===== src/rtl/cop_ipc_pkg.sv =====
package cop_ipc_pkg;
  localparam int DATA_W        = 32;
  localparam int ADDR_W        = 2;
  localparam int NUM_COP       = 2;
  localparam int FLAGS_PER_COP = 2;
  localparam int NUM_FLAGS     = NUM_COP * FLAGS_PER_COP;
  localparam int LANE_W        = 16;
  localparam int FLAG_STRIDE   = 8;

  // control word bit positions within one coprocessor lane
  localparam int PF_LSB    = 0;
  localparam int LVL_BIT   = 3;
  localparam int EDGE_BIT  = 4;
  localparam int PDREQ_BIT = 7;
  localparam int PDACK_BIT = 8;
  localparam int RST_BIT   = 9;
  localparam int POL_BASE  = 30;

  // plain read/write bits of the control word and their reset value
  localparam logic [DATA_W-1:0] CTL_RW_MASK = 32'hC28B_028B;
  localparam logic [DATA_W-1:0] CTL_RST_VAL = 32'h0200_0200;

  typedef enum logic [ADDR_W-1:0] {
    REG_CTL   = 2'd0,
    REG_FLAG  = 2'd1,
    REG_PFRET = 2'd2,
    REG_NONE  = 2'd3
  } regSel_e;

  typedef struct packed {
    logic    wrCtl;
    logic    clrFlag;
    logic    clrPfRet;
    regSel_e rdSel;
  } strobe_t;

  function automatic int retPos(input int f);
    return (f / FLAGS_PER_COP) * LANE_W + (f % FLAGS_PER_COP) * FLAG_STRIDE;
  endfunction
endpackage


===== src/rtl/cop_ipc_decode.sv =====
module cop_ipc_decode
  import cop_ipc_pkg::*;
(
  input  logic              busWrEn,
  input  logic [ADDR_W-1:0] busAddr,
  output strobe_t           strb
);
  regSel_e sel;

  always_comb begin
    sel            = regSel_e'(busAddr);
    strb.rdSel     = sel;
    strb.wrCtl     = busWrEn && (sel == REG_CTL);
    strb.clrFlag   = busWrEn && (sel == REG_FLAG);
    strb.clrPfRet  = busWrEn && (sel == REG_PFRET);
  end
endmodule


===== src/rtl/cop_ipc_sync.sv =====
module cop_ipc_sync #(
  parameter int WIDTH  = 1,
  parameter int STAGES = 2
) (
  input  logic             clk,
  input  logic             rstN,
  input  logic [WIDTH-1:0] d,
  output logic [WIDTH-1:0] q
);
  logic [STAGES-1:0][WIDTH-1:0] chain;

  always_ff @(posedge clk or negedge rstN) begin
    if (!rstN) chain <= '0;
    else       chain <= {chain[STAGES-2:0], d};
  end

  assign q = chain[STAGES-1];
endmodule


===== src/rtl/cop_ipc_datapath.sv =====
module cop_ipc_datapath
  import cop_ipc_pkg::*;
#(
  parameter int SYNC_STAGES = 2
) (
  input  logic                 clk,
  input  logic                 rstN,
  input  strobe_t              strb,
  input  logic [DATA_W-1:0]    wrData,
  input  logic [NUM_COP-1:0]   ackIn,
  input  logic [NUM_FLAGS-1:0] flagIn,
  input  logic [NUM_FLAGS-1:0] pfIn,
  output logic [NUM_COP-1:0]   copReset,
  output logic [NUM_COP-1:0]   copPwrDnReq,
  output logic [NUM_COP-1:0]   copEdgeIrq,
  output logic [NUM_COP-1:0]   copLevelIrq,
  output logic [NUM_FLAGS-1:0] copPflagIrq,
  output logic [DATA_W-1:0]    rdData,
  output logic                 hostIrq
);
  logic [DATA_W-1:0]    ctlQ;
  logic [NUM_COP-1:0]   edgeQ;
  logic [NUM_COP-1:0]   ackSync;
  logic [NUM_FLAGS-1:0] flagSync, pfSync;
  logic [NUM_FLAGS-1:0] flagSt, pfSt;
  logic [NUM_FLAGS-1:0] flagHit, pfHit;
  logic [DATA_W-1:0]    ctlWord, flagWord, pfWord;

  // plain read/write control bits
  always_ff @(posedge clk or negedge rstN) begin
    if (!rstN)          ctlQ <= CTL_RST_VAL;
    else if (strb.wrCtl) ctlQ <= wrData & CTL_RW_MASK;
  end

  // toggle-on-one edge lines
  always_ff @(posedge clk or negedge rstN) begin
    if (!rstN) edgeQ <= '0;
    else begin
      for (int c = 0; c < NUM_COP; c++) begin
        if (strb.wrCtl && wrData[c*LANE_W+EDGE_BIT]) edgeQ[c] <= ~edgeQ[c];
      end
    end
  end

  cop_ipc_sync #(.WIDTH(NUM_COP),   .STAGES(SYNC_STAGES)) u_ackSync
    (.clk(clk), .rstN(rstN), .d(ackIn),  .q(ackSync));
  cop_ipc_sync #(.WIDTH(NUM_FLAGS), .STAGES(SYNC_STAGES)) u_flagSync
    (.clk(clk), .rstN(rstN), .d(flagIn), .q(flagSync));
  cop_ipc_sync #(.WIDTH(NUM_FLAGS), .STAGES(SYNC_STAGES)) u_pfSync
    (.clk(clk), .rstN(rstN), .d(pfIn),   .q(pfSync));

  // polarity-adjusted set conditions per return flag
  for (genvar f = 0; f < NUM_FLAGS; f++) begin : g_hit
    localparam int COP = f / FLAGS_PER_COP;
    assign flagHit[f] = flagSync[f] ^ ctlQ[POL_BASE+COP];
    assign pfHit[f]   = pfSync[f]   ^ ctlQ[POL_BASE+COP];
  end

  // sticky return bits: write-one clears, set wins
  always_ff @(posedge clk or negedge rstN) begin
    if (!rstN) begin
      flagSt <= '0;
      pfSt   <= '0;
    end else begin
      for (int f = 0; f < NUM_FLAGS; f++) begin
        flagSt[f] <= (flagSt[f] & ~(strb.clrFlag  & wrData[retPos(f)])) | flagHit[f];
        pfSt[f]   <= (pfSt[f]   & ~(strb.clrPfRet & wrData[retPos(f)])) | pfHit[f];
      end
    end
  end

  // output mapping
  for (genvar c = 0; c < NUM_COP; c++) begin : g_cop
    localparam int BASE = c * LANE_W;
    assign copReset[c]    = ctlQ[BASE+RST_BIT];
    assign copPwrDnReq[c] = ctlQ[BASE+PDREQ_BIT];
    assign copLevelIrq[c] = ctlQ[BASE+LVL_BIT];
    assign copEdgeIrq[c]  = edgeQ[c];
    for (genvar k = 0; k < FLAGS_PER_COP; k++) begin : g_pf
      assign copPflagIrq[c*FLAGS_PER_COP+k] = ctlQ[BASE+PF_LSB+k];
    end
  end

  // readback words
  always_comb begin
    ctlWord  = ctlQ;
    flagWord = '0;
    pfWord   = '0;
    for (int c = 0; c < NUM_COP; c++) begin
      ctlWord[c*LANE_W+EDGE_BIT]  = edgeQ[c];
      ctlWord[c*LANE_W+PDACK_BIT] = ackSync[c];
    end
    for (int f = 0; f < NUM_FLAGS; f++) begin
      flagWord[retPos(f)] = flagSt[f];
      pfWord[retPos(f)]   = pfSt[f];
    end
  end

  always_comb begin
    case (strb.rdSel)
      REG_CTL:   rdData = ctlWord;
      REG_FLAG:  rdData = flagWord;
      REG_PFRET: rdData = pfWord;
      default:   rdData = '0;
    endcase
  end

  assign hostIrq = |{flagSt, pfSt};
endmodule


===== src/rtl/cop_ipc_ctrl.sv =====
module cop_ipc_ctrl
  import cop_ipc_pkg::*;
#(
  parameter int SYNC_STAGES = 2
) (
  input  logic        clk,
  input  logic        rstN,
  input  logic        busWrEn,
  input  logic [1:0]  busAddr,
  input  logic [31:0] busWrData,
  output logic [31:0] busRdData,
  input  logic [1:0]  copPwrDnAck,
  input  logic [3:0]  copFlagIn,
  input  logic [3:0]  copPfRetIn,
  output logic [1:0]  copReset,
  output logic [1:0]  copPwrDnReq,
  output logic [1:0]  copEdgeIrq,
  output logic [1:0]  copLevelIrq,
  output logic [3:0]  copPflagIrq,
  output logic        hostIrq
);
  strobe_t strb;

  cop_ipc_decode u_decode (
    .busWrEn (busWrEn),
    .busAddr (busAddr),
    .strb    (strb)
  );

  cop_ipc_datapath #(.SYNC_STAGES(SYNC_STAGES)) u_datapath (
    .clk         (clk),
    .rstN        (rstN),
    .strb        (strb),
    .wrData      (busWrData),
    .ackIn       (copPwrDnAck),
    .flagIn      (copFlagIn),
    .pfIn        (copPfRetIn),
    .copReset    (copReset),
    .copPwrDnReq (copPwrDnReq),
    .copEdgeIrq  (copEdgeIrq),
    .copLevelIrq (copLevelIrq),
    .copPflagIrq (copPflagIrq),
    .rdData      (busRdData),
    .hostIrq     (hostIrq)
  );
endmodule


===== config.mk =====
export PLATFORM = sky130hd
export DESIGN_NAME = cop_ipc_ctrl
export DESIGN_NICKNAME = d
export VERILOG_FILES = /design/src/rtl/cop_ipc_pkg.sv /design/src/rtl/cop_ipc_decode.sv /design/src/rtl/cop_ipc_sync.sv /design/src/rtl/cop_ipc_datapath.sv /design/src/rtl/cop_ipc_ctrl.sv
export SDC_FILE = /design/constraint.sdc
export NUM_CORES = 1
export LEC_CHECK = 0
export ABC_AREA = 1
export BUFFER_PORTS_ARGS = -buffer_cell sky130_fd_sc_hd__buf_2
export CELL_PAD_IN_SITES_DETAIL_PLACEMENT = 0
export CELL_PAD_IN_SITES_GLOBAL_PLACEMENT = 1
export CORE_MARGIN = 2
export CORE_UTILIZATION = 25
export CTS_BUF_LIST = sky130_fd_sc_hd__clkbuf_16
export CTS_CLUSTER_SIZE = 14
export DETAILED_ROUTE_END_ITERATION = 8
export PLACE_DENSITY_LB_ADDON = 0.1
export SYNTH_ARGS = -nofsm -noshare
export SYNTH_HDL_FRONTEND = slang
export SYNTH_SLANG_ARGS = --single-unit
export TNS_END_PERCENT = 20

===== constraint.sdc =====
create_clock -name clk -period 1.2 [get_ports clk]
set_clock_uncertainty 0.15 [all_clocks]
set_input_delay 0.18 -clock clk [delete_from_list [all_inputs] [get_ports clk]]
set_output_delay 0.18 -clock clk [all_outputs]
set_load 0.01 [all_outputs]

==> metrics.txt <==
Via density 3.742; grt met2 use 18.75%; most frequent cells in the layout nand2_1 (56), buf_2 (56), dfrtp_1 (40); Num CTS Buffers 5; Top Ports 92; clock input transition at the sequential cells of the worst setup and hold paths 0.06 ns; H-tree levels 2; clock sinks 42; Post-Syn Area per Cell 9.366 um^2; cell count after synthesis 206; CTS max path bufs 2; final hold slack 0.01629 ns; Horiz. Die Dim 91.85 um; wire length per cell 11.08 um; sequential fraction of the synthesis area 54.60%; CP Data Arrival Time 1.07 ns; die area 0.008436 mm^2; Netlist cell types 18; Area Growth Syn to Fin 38.39%; pwr/cell area 1393 mW/mm^2; Tcrit/Tclk final 117.1%; leak pwr 1.371 nW; core area 0.007607 mm^2; vias in the first global route 1461; minimum clock period 1.405 ns; worst-path maximum fanout 3; Initial Util 25.36%; Detailed Routing Iterations Pass 1 4; Worst-Skew Late Latency 0.29 ns; status finished, violations left; Crit Path Class flip-flop to primary output; maximum clock frequency 0.7118 GHz; CTS Root Cell clkbuf_16; Detailed Route WL 4.333 mm; final setup margin -0.2048 ns; Port Buf Inserts 59; GRT overflow 0; Final Wtd Congestion 0.7410; Synth Cell Area 0.001929 mm^2; Vias 1463; NumNets Final 335; Routed Antenna Nets 0; HPWL Detailed 3.073 mm; residual DRC count 0; Core Rows 32; Max Cap Viol 0; Antenna diodes 0; GR Util met1 13.63%; initial antenna violation count 0; maximum vdd drop 0.6708 mV; Final Hold Fails 0; failing checks negative setup slack; CTS tree done; GRT Util Overall 10.99%; worst path required time 0.87 ns; final setup fails 19; kind of start point of the critical path flip-flop; crit path capture type primary output; M3 GR Usage 2.629%; Die H 91.85 um; fin. max-slew vios 0; worst min path class input port to flip-flop; layout cell share with drive strength beyond 1 35.29%; 1st-iter DRT viols 58; Ys Warns 0; register bit count reported by yosys 42; Final Non-Filler Cells 391; largest net degree at the start of global routing 43; global-route wire length before repair 7.189 mm; RSZ-0062 raised after global routing yes; GRT busiest layer met2; dpl cells 363; Sum Neg Setup Slack -1.647 ns
==> worst max-delay path: stages (launching register included) <==
cell and delay, ns:
dfstp_2 0.55, inv_2 0.04, nor2_2 0.08, buf_2 0.13
==> final cells by class <==
| type | instances | area, um^2 |
|---|---|---|
| Multi-Input combinational cell | 129 | 619.3 |
| Inverter | 15 | 61.31 |
| Clock inverter | 3 | 26.28 |
| Timing Repair Buffer | 95 | 656.9 |
| Clock buffer | 5 | 125.1 |
| Sequential cell | 42 | 1054 |
| Fill cell | 822 | 4937 |
| Tap cell | 102 | 127.6 |
==> layer usage <==
layer | up-vias | routed length [um]
li1 | 764 | -
met1 | 658 | 1939
met2 | 35 | 2153
met3 | 6 | 162
met4 | 0 | 77
met5 | - | 0
==> through the flow <==
step           instance area (um^2)  utilization, %  worst slack, ns  power [W]
3_3_place_gp                   2282           30.00         -0.08953   0.002283
6_report                       2670           35.10          -0.2048   0.003720
2_1_floorplan                  1986               -          0.07785   0.002100
5_1_grt                        2670           35.10          -0.2517   0.003939
3_5_place_dp                   2282           30.00          -0.1118   0.002285
4_1_cts                        2658           34.93          -0.2349   0.003782
==> state kept, by name, summed over array words and instances, names as in the netlist <==
name / flops
u_datapath.copEdgeIrq: 2
u_datapath.u_pfSync.chain: 4
u_datapath.u_pfSync.q: 4
u_datapath.u_flagSync.q: 4
u_datapath.u_ackSync.chain: 2
u_datapath.u_flagSync.chain: 4
u_datapath.pfSt: 4
u_datapath.u_ackSync.q: 2
u_datapath.flagSt: 4
u_datapath.ctlQ: 12
==> cell families (layout without fill, tap and decap cells) <==
group / Yosys count / after routing / share of synthesized area (%)
xor+xnor: 8 / 8 / 3.632
other cells: 1 / 16 / 0.1944
buf+inv: 50 / 118 / 16.99
flops: 42 / 42 / 54.60
simple gates: 105 / 105 / 24.58
==> worst paths after layout <==
kind / endpoint / slack [ns] / cells past startpoint / start
min in group asynchronous: u_datapath.u_ackSync.q[0]$_DFF_PN0_ / 0.24 / 3 / rstN
max: busRdData[9] / -0.20 / 3 / u_datapath.ctlQ[9]$_DFFE_PN1P_
min: u_datapath.ctlQ[30]$_DFFE_PN0P_ / 0.02 / 3 / busWrData[30]
max in group asynchronous: u_datapath.ctlQ[9]$_DFFE_PN1P_ / 0.38 / 3 / rstN
max reg2reg: u_datapath.pfSt[2]$_DFF_PN0_ / 0.12 / 3 / u_datapath.ctlQ[31]$_DFFE_PN0P_
min reg2reg: u_datapath.u_pfSync.q[2]$_DFF_PN0_ / 0.20 / 0 / u_datapath.u_pfSync.chain[2]$_DFF_PN0_
==> synthesized netlist by cell type <==
cell / instances / share of area, %
buf_6: 5 / 2.9
inv_2: 3 / 0.58
dfrtp_1: 40 / 52
xnor2_1: 8 / 3.6
nand3_2: 2 / 1.0
inv_1: 12 / 2.3
nor2_1: 16 / 3.1
clkbuf_1: 2 / 0.39
dfstp_2: 2 / 2.7
conb_1: 1 / 0.19
nand2_1: 56 / 11
buf_4: 27 / 11
nor2_4: 1 / 0.58
nor2_2: 2 / 0.65
nand3_1: 16 / 4.2
nand4_1: 11 / 3.6
nand2_4: 1 / 0.58
buf_2: 1 / 0.26
==> power by group <==
group	total [W]	internal (W)	switching, W
Clock	0.00139	0.000793	0.000597
Combinational	0.000692	0.000328	0.000364
Sequential	0.00164	0.00155	0.0000835
==> repair_timing <==
action	4_1_cts	5_1_grt
hold endpoints to repair	60	0
endpoints found under the setup margin	19	19
setup buffers	0	1
pin swaps	11	9
hold buffers	19	0
resized for setup	8	4
No activity file was read; power rests on OpenSTA's default activity.
